## src/rtl/mreg_xfer_pkg.sv

```systemverilog
package mreg_xfer_pkg;
  localparam int LIST_W = 16;
  localparam int BASE_W = $clog2(LIST_W);

  typedef struct packed {
    logic              pre;
    logic              up;
    logic              sbit;
    logic              wb;
    logic              load;
    logic [BASE_W-1:0] base;
    logic [LIST_W-1:0] list;
  } blk_fields_t;

  typedef enum logic [1:0] {SQ_IDLE, SQ_XFER, SQ_FIN} seq_state_t;

  // index of the lowest set bit (0 when none is set)
  function automatic logic [BASE_W-1:0] lowest_set(input logic [LIST_W-1:0] v);
    lowest_set = '0;
    for (int i = LIST_W - 1; i >= 0; i--) begin
      if (v[i]) lowest_set = BASE_W'(i);
    end
  endfunction
endpackage

```

## src/rtl/mreg_decode.sv

```systemverilog
module mreg_decode
  import mreg_xfer_pkg::*;
(
  input  logic [27:0]  word,
  output logic         is_blk,
  output blk_fields_t  fld
);
  // class test: the three top bits of the lookup index taken from word[27:20]
  assign is_blk   = (word[27:25] == 3'b100);
  assign fld.pre  = word[24];
  assign fld.up   = word[23];
  assign fld.sbit = word[22];
  assign fld.wb   = word[21];
  assign fld.load = word[20];
  assign fld.base = word[16 +: BASE_W];
  assign fld.list = word[LIST_W-1:0];
endmodule

```

## src/rtl/mreg_addr_step.sv

```systemverilog
module mreg_addr_step #(
  parameter int XLEN = 32,
  parameter int STEP = 4
) (
  input  logic [XLEN-1:0] cur,
  input  logic            up,
  input  logic            pre,
  output logic [XLEN-1:0] acc,
  output logic [XLEN-1:0] nxt
);
  function automatic logic [XLEN-1:0] bump(input logic [XLEN-1:0] a, input logic up_i);
    bump = up_i ? a + XLEN'(STEP) : a - XLEN'(STEP);
  endfunction

  assign nxt = bump(cur, up);
  assign acc = pre ? nxt : cur;
endmodule

```

## src/rtl/mreg_regfile.sv

```systemverilog
module mreg_regfile #(
  parameter int XLEN = 32,
  parameter int NREG = 16,
  localparam int IW  = $clog2(NREG)
) (
  input  logic            clk,
  input  logic            rst_n,
  input  logic            we,
  input  logic [IW-1:0]   waddr,
  input  logic [XLEN-1:0] wdata,
  input  logic [IW-1:0]   ra_a,
  output logic [XLEN-1:0] rd_a,
  input  logic [IW-1:0]   ra_b,
  output logic [XLEN-1:0] rd_b,
  input  logic [IW-1:0]   ra_c,
  output logic [XLEN-1:0] rd_c
);
  logic [XLEN-1:0] regs_q [NREG];

  for (genvar g = 0; g < NREG; g++) begin : g_reg
    always_ff @(posedge clk) begin
      if (!rst_n)                         regs_q[g] <= '0;
      else if (we && waddr == IW'(g))     regs_q[g] <= wdata;
    end
  end

  assign rd_a = regs_q[ra_a];
  assign rd_b = regs_q[ra_b];
  assign rd_c = regs_q[ra_c];
endmodule

```

## src/rtl/mreg_xfer_seq.sv

```systemverilog
module mreg_xfer_seq
  import mreg_xfer_pkg::*;
#(
  parameter int XLEN = 32,
  parameter int STEP = 4
) (
  input  logic              clk,
  input  logic              rst_n,
  input  logic              start,
  input  logic [31:0]       instr,
  output logic              busy,
  output logic              done,
  input  logic              rf_we,
  input  logic [BASE_W-1:0] rf_waddr,
  input  logic [XLEN-1:0]   rf_wdata,
  input  logic [BASE_W-1:0] rf_raddr,
  output logic [XLEN-1:0]   rf_rdata,
  output logic              mem_valid,
  output logic              mem_write,
  output logic [XLEN-1:0]   mem_addr,
  output logic [XLEN-1:0]   mem_wdata,
  input  logic              mem_ready,
  input  logic [XLEN-1:0]   mem_rdata
);
  localparam int NREG = LIST_W;

  seq_state_t        state_q;
  blk_fields_t       fld;
  logic              is_blk;
  logic              accept;
  logic [XLEN-1:0]   addr_q, acc_addr, nxt_addr, base_val, sel_val;
  logic [LIST_W-1:0] remain_q, remain_nxt;
  logic [BASE_W-1:0] cur_idx, base_q;
  logic              pre_q, up_q, wb_q, ld_q;
  logic              hs, more;
  logic              wr_en;
  logic [BASE_W-1:0] wr_idx;
  logic [XLEN-1:0]   wr_val;
  logic              unused_bits;

  assign unused_bits = ^{instr[31:28], fld.sbit};  // S bit not consumed

  mreg_decode u_dec (.word(instr[27:0]), .is_blk(is_blk), .fld(fld));

  mreg_addr_step #(.XLEN(XLEN), .STEP(STEP)) u_step (
    .cur(addr_q), .up(up_q), .pre(pre_q), .acc(acc_addr), .nxt(nxt_addr)
  );

  mreg_regfile #(.XLEN(XLEN), .NREG(NREG)) u_rf (
    .clk(clk), .rst_n(rst_n), .we(wr_en), .waddr(wr_idx), .wdata(wr_val),
    .ra_a(cur_idx), .rd_a(sel_val), .ra_b(fld.base), .rd_b(base_val),
    .ra_c(rf_raddr), .rd_c(rf_rdata)
  );

  // named events
  assign accept     = start && (state_q == SQ_IDLE) && is_blk;
  assign cur_idx    = lowest_set(remain_q);
  assign remain_nxt = remain_q & ~(LIST_W'(1) << cur_idx);
  assign hs         = mem_valid && mem_ready;
  assign more       = hs && (remain_nxt != '0);

  assign mem_valid = (state_q == SQ_XFER);
  assign mem_write = !ld_q;
  assign mem_addr  = acc_addr;
  assign mem_wdata = sel_val;
  assign busy      = (state_q != SQ_IDLE);
  assign done      = (state_q == SQ_FIN);

  // single register-file write port, owner chosen by state
  always_comb begin
    wr_en  = 1'b0;
    wr_idx = cur_idx;
    wr_val = mem_rdata;
    unique case (state_q)
      SQ_XFER: wr_en = hs && ld_q;
      SQ_FIN: begin
        wr_en  = wb_q;             // applied last: overrides a loaded base
        wr_idx = base_q;
        wr_val = addr_q;
      end
      SQ_IDLE: begin
        wr_en  = rf_we;
        wr_idx = rf_waddr;
        wr_val = rf_wdata;
      end
      default: ;
    endcase
  end

  always_ff @(posedge clk) begin
    if (!rst_n) begin
      state_q  <= SQ_IDLE;
      addr_q   <= '0;
      remain_q <= '0;
      base_q   <= '0;
      pre_q    <= 1'b0;
      up_q     <= 1'b0;
      wb_q     <= 1'b0;
      ld_q     <= 1'b0;
    end else begin
      unique case (state_q)
        SQ_IDLE: if (accept) begin
          addr_q   <= base_val;
          remain_q <= fld.list;
          base_q   <= fld.base;
          pre_q    <= fld.pre;
          up_q     <= fld.up;
          wb_q     <= fld.wb;
          ld_q     <= fld.load;
          state_q  <= (fld.list == '0) ? SQ_FIN : SQ_XFER;
        end
        SQ_XFER: if (hs) begin
          addr_q   <= nxt_addr;
          remain_q <= remain_nxt;
          if (remain_nxt == '0) state_q <= SQ_FIN;
        end
        SQ_FIN:  state_q <= SQ_IDLE;
        default: state_q <= SQ_IDLE;
      endcase
    end
  end

  // ---------------- assertions ----------------
  assert_reject_R1: assert property (@(posedge clk) disable iff (!rst_n)
    (start && !busy && instr[27:25] != 3'b100) |=> !busy);

  assert_ascend_R3: assert property (@(posedge clk) disable iff (!rst_n)
    more |=> (mem_valid && cur_idx > $past(cur_idx)));

  assert_step_R4: assert property (@(posedge clk) disable iff (!rst_n)
    more |=> (mem_addr == (up_q ? $past(mem_addr) + XLEN'(STEP)
                                : $past(mem_addr) - XLEN'(STEP))));

  assert_hold_R6: assert property (@(posedge clk) disable iff (!rst_n)
    (mem_valid && !mem_ready) |=> (mem_valid && $stable(mem_addr) &&
                                   $stable(mem_wdata) && $stable(mem_write)));

  assert_empty_R8: assert property (@(posedge clk) disable iff (!rst_n)
    (accept && instr[15:0] == 16'h0) |=> (done && !mem_valid));

  assert_pulse_R10: assert property (@(posedge clk) disable iff (!rst_n)
    done |=> !done);
endmodule

```

## config.mk

```make
export PLATFORM = sky130hd
export DESIGN_NAME = mreg_xfer_seq
export DESIGN_NICKNAME = d
export VERILOG_FILES = /design/src/rtl/mreg_xfer_pkg.sv /design/src/rtl/mreg_decode.sv /design/src/rtl/mreg_addr_step.sv /design/src/rtl/mreg_regfile.sv /design/src/rtl/mreg_xfer_seq.sv
export SDC_FILE = /design/constraint.sdc
export NUM_CORES = 1
export LEC_CHECK = 0
export BUFFER_PORTS_ARGS = -buffer_cell sky130_fd_sc_hd__buf_2
export CAP_MARGIN = 20
export CORE_MARGIN = 1.5
export CORE_UTILIZATION = 35
export CTS_BUF_LIST = sky130_fd_sc_hd__clkbuf_4
export DETAILED_ROUTE_END_ITERATION = 8
export HOLD_SLACK_MARGIN = 0.1
export MAX_ROUTING_LAYER = met4
export SYNTH_ARGS = -nofsm -noshare
export SYNTH_HDL_FRONTEND = slang
export SYNTH_SLANG_ARGS = --single-unit
```

## constraint.sdc

```tcl
create_clock -name clk -period 4.87 [get_ports clk]
set_clock_uncertainty 0.15 [all_clocks]
set_input_delay 0.487 -clock clk [delete_from_list [all_inputs] [get_ports clk]]
set_output_delay 0.487 -clock clk [all_outputs]
set_load 0.05 [all_outputs]
```

==> impl_metrics.csv <==
group,metric,value,unit
worst_setup_path,worstRegToRegCells,8,
hold_path,hold_class,"in2reg",
timing,fin_crit_sh,0.975,
die,start_util,0.354,
worst_setup_path,end_kind,"primary output",
route,firstDrtPassIters,8,
synthesis,ys_top_cells_by_count,"611 x nor2_1, 609 x nand2_1, 512 x edfxtp_1",
cts,tritoncts,"built",
timing,slew_headroom,0.276,
placed_design,numPortBuffers,203,
worst_setup_path,startpoint_type,"flop",
timing,setup_viol,0,
global_routing,overflow,0,
worst_setup_path,critPathTopFamily,"buffers and inverters",
global_routing,grt_max_degree,100,
global_routing,grt_util_all_layers,0.284,
worst_setup_path,crit_required,4230,ps
pwr,irDropWorstVdd,0.000236,V
layout,area_delta_synth_final,20.7,%
die,die_w,321,um
die,die_h,321,um
timing,final_hold_viol_count,0,
hold_path,worstHoldPathCells,4,
cts,clkTransAtPathRegs,60,ps
cts,htree_levels,4,
synthesis,synthTopCellsByArea,"edfxtp_1 43%, mux4_2 20%, nor2_1 6.5%",
worst_setup_path,path_cells,"or2_1 -> nor3_2 -> nand2_1 -> nor2_4 -> clkbuf_8 -> buf_6 -> a311oi_1 -> a21oi_1 -> buf_4 -> buf_2",
synthesis,synth-seq-cells,570,
die,floorplan.rows,116,
timing,fmax,0.211,GHz
route,ant_nets,0,
layout,drive_gt1_frac,0.283,
timing,max_slew.worst_pin.slew,1090,ps
placed_design,gp_congestion,0.889,
synthesis,synth_top_area_cell,"edfxtp_1",
worst_setup_path,critPathMaxStageDelay,430,ps
worst_setup_path,slowest_stage,"clkbuf_8",
timing,hold_ws,238,ps
worst_setup_path,crit_arrival,4110,ps
global_routing,grt_antenna_before_repair,9,
cts,cts_num_sinks,570,
placed_design,hpwl,88.7,mm
die,io_pins,209,
layout,nets,3823,
synthesis,avgSynthCellArea,10.7,um2
outcome,outcome,"finished, final reports clean",
synthesis,netlist_instances,3312,
synthesis,synthArstFlopShare,0,
cts,clock-root-buffer,"clkbuf_4",
synthesis,yosysWarnings,0,
timing,period_minus_slack,4750,ps
cts,worstSkewPairLatency,1080,ps
cts,clock_path_buffers,3,
cts,cts_buffers,155,
synthesis,synth_area,0.0355,mm2
global_routing,grt_pass1_wl,206,mm
synthesis,seq_area_frac_synth,0.466,
synthesis,synth_edf_count,512,
die,core,0.100,mm2
hold_path,hold_start,"instr[19]",
worst_setup_path,reg2reg_slack,670,ps
worst_setup_path,r2r_end,"u_rf.regs_q[14][0]",
route,vias_per_cell,6.12,
route,drc,0,
synthesis,yosysMostFrequentCell,"nor2_1",
worst_setup_path,crit_type,"reg2out",
run,cap_violations,0,
synthesis,synthFlopType,"edfxtp_1",
route,routedWlPerCell,28.0,um
synthesis,ys_types,70,
synthesis,yosysTopAreaCellShare,0.433,
worst_setup_path,cp_max_fo,36,
timing,rsz0062_at_grt,"true",
die,die-area,0.103,mm2
timing,finalMaxSlewViolations,0,
route,drtIter0Drc,5199,
pwr,cellPowerDensity,357,mW/mm2
worst_setup_path,r2r_start,"remain_q[2]",
global_routing,grt_pass1_vias,30035,
hold_path,min_to,"base_q[3]",
worst_setup_path,cp_num_buf_inv,4,
pwr,p_leak,16.0,nW
route,wl,145,mm
route,num_vias,31618,
timing,finalSetupTns,0,ps
synthesis,syn_nets,3450,
-- worst min-delay path, cell delays in order --
cell and delay, ps:
buf_2 370, buf_4 380, nand2_1 100, a21oi_1 60
-- cell type report --
type / instances / area, um2
Antenna cell: 8 / 20.0
Clock buffer: 226 / 1700
Clock inverter: 44 / 358
Fill cell: 9421 / 57500
Inverter: 15 / 56.3
Multi-Input combinational cell: 2423 / 18100
Sequential cell: 570 / 16500
Tap cell: 1357 / 1700
Timing Repair Buffer: 520 / 4300
-- through the flow --
step	total power, mW	util	instances	area (um2)	setup WS [ps]
floorplan	8.74	-	3312	35500	189
global placement	10.3	0.387	4718	38800	745
detailed placement	10.3	0.387	4721	38800	684
CTS	15.2	0.425	5149	42600	0.0853
global route	15.8	0.427	5161	42800	-63.2
finish	15.3	0.427	5163	42800	121
-- cells in the final DEF, fill, tap and decap left out, drive strengths merged, types with 73 or more instances in the layout --
cell type / n
mux4: 320
a311oi: 73
clkbuf: 234
buf: 378
a21oi: 130
dlygate4sd3: 134
nor2: 611
nand3: 275
edfxtp: 512
nand2: 609
-- what timing repair did --
item	CTS	global route
hold endpoints to repair	561	0
pin swaps	13	7
cloned	1	1
endpoints found under the setup margin	46	34
gates resized for setup	34	27
hold buffers	134	0
buffers inserted	23	5
-- state kept, by name, summed over array words and instances (netlist names), 2 cells and up --
register     flops
addr_q          32
base_q           4
remain_q        16
state_q          2
u_rf.regs_q    512
-- kinds of logic after synthesis --
kind of cell / synth area share
simple gates: 0.186
flops: 0.466
compound gates: 0.0722
mux: 0.222
buf+inv: 0.0374
fa+ha+maj: 0.0104
xor+xnor: 0.00617
-- power by group --
part	switching, mW	internal [mW]
Sequential	0.222	5.59
Clock	2.18	2.45
Combinational	3.19	1.66
Total	5.60	9.70
-- layer usage --
| layer | part of all wire | vias up | GRT usage | wire length [um] |
|---|---|---|---|---|
| met1 | 0.37 | 15460 | 0.366 | 53100 |
| met2 | 0.45 | 2558 | 0.426 | 65600 |
| met5 | 0 | - | - | 0 |
| met3 | 0.14 | 429 | 0.0762 | 20200 |
| met4 | 0.040 | 0 | 0.111 | 5800 |
| li1 | - | 13171 | - | - |
-- worst max-delay path by stage --
stage	end	cells past startpoint	startpoint	slack [ps]
floorplan	u_rf.regs_q[12][0]	5	state_q[1]	190
detailed placement	mem_wdata[19]	10	remain_q[8]	680
global placement	mem_wdata[19]	10	remain_q[8]	740
finish	mem_wdata[15]	10	remain_q[4]	120
global route	mem_wdata[12]	12	remain_q[10]	-60
CTS	mem_addr[25]	14	up_q	0.09
(Power assumes the default switching activity.)
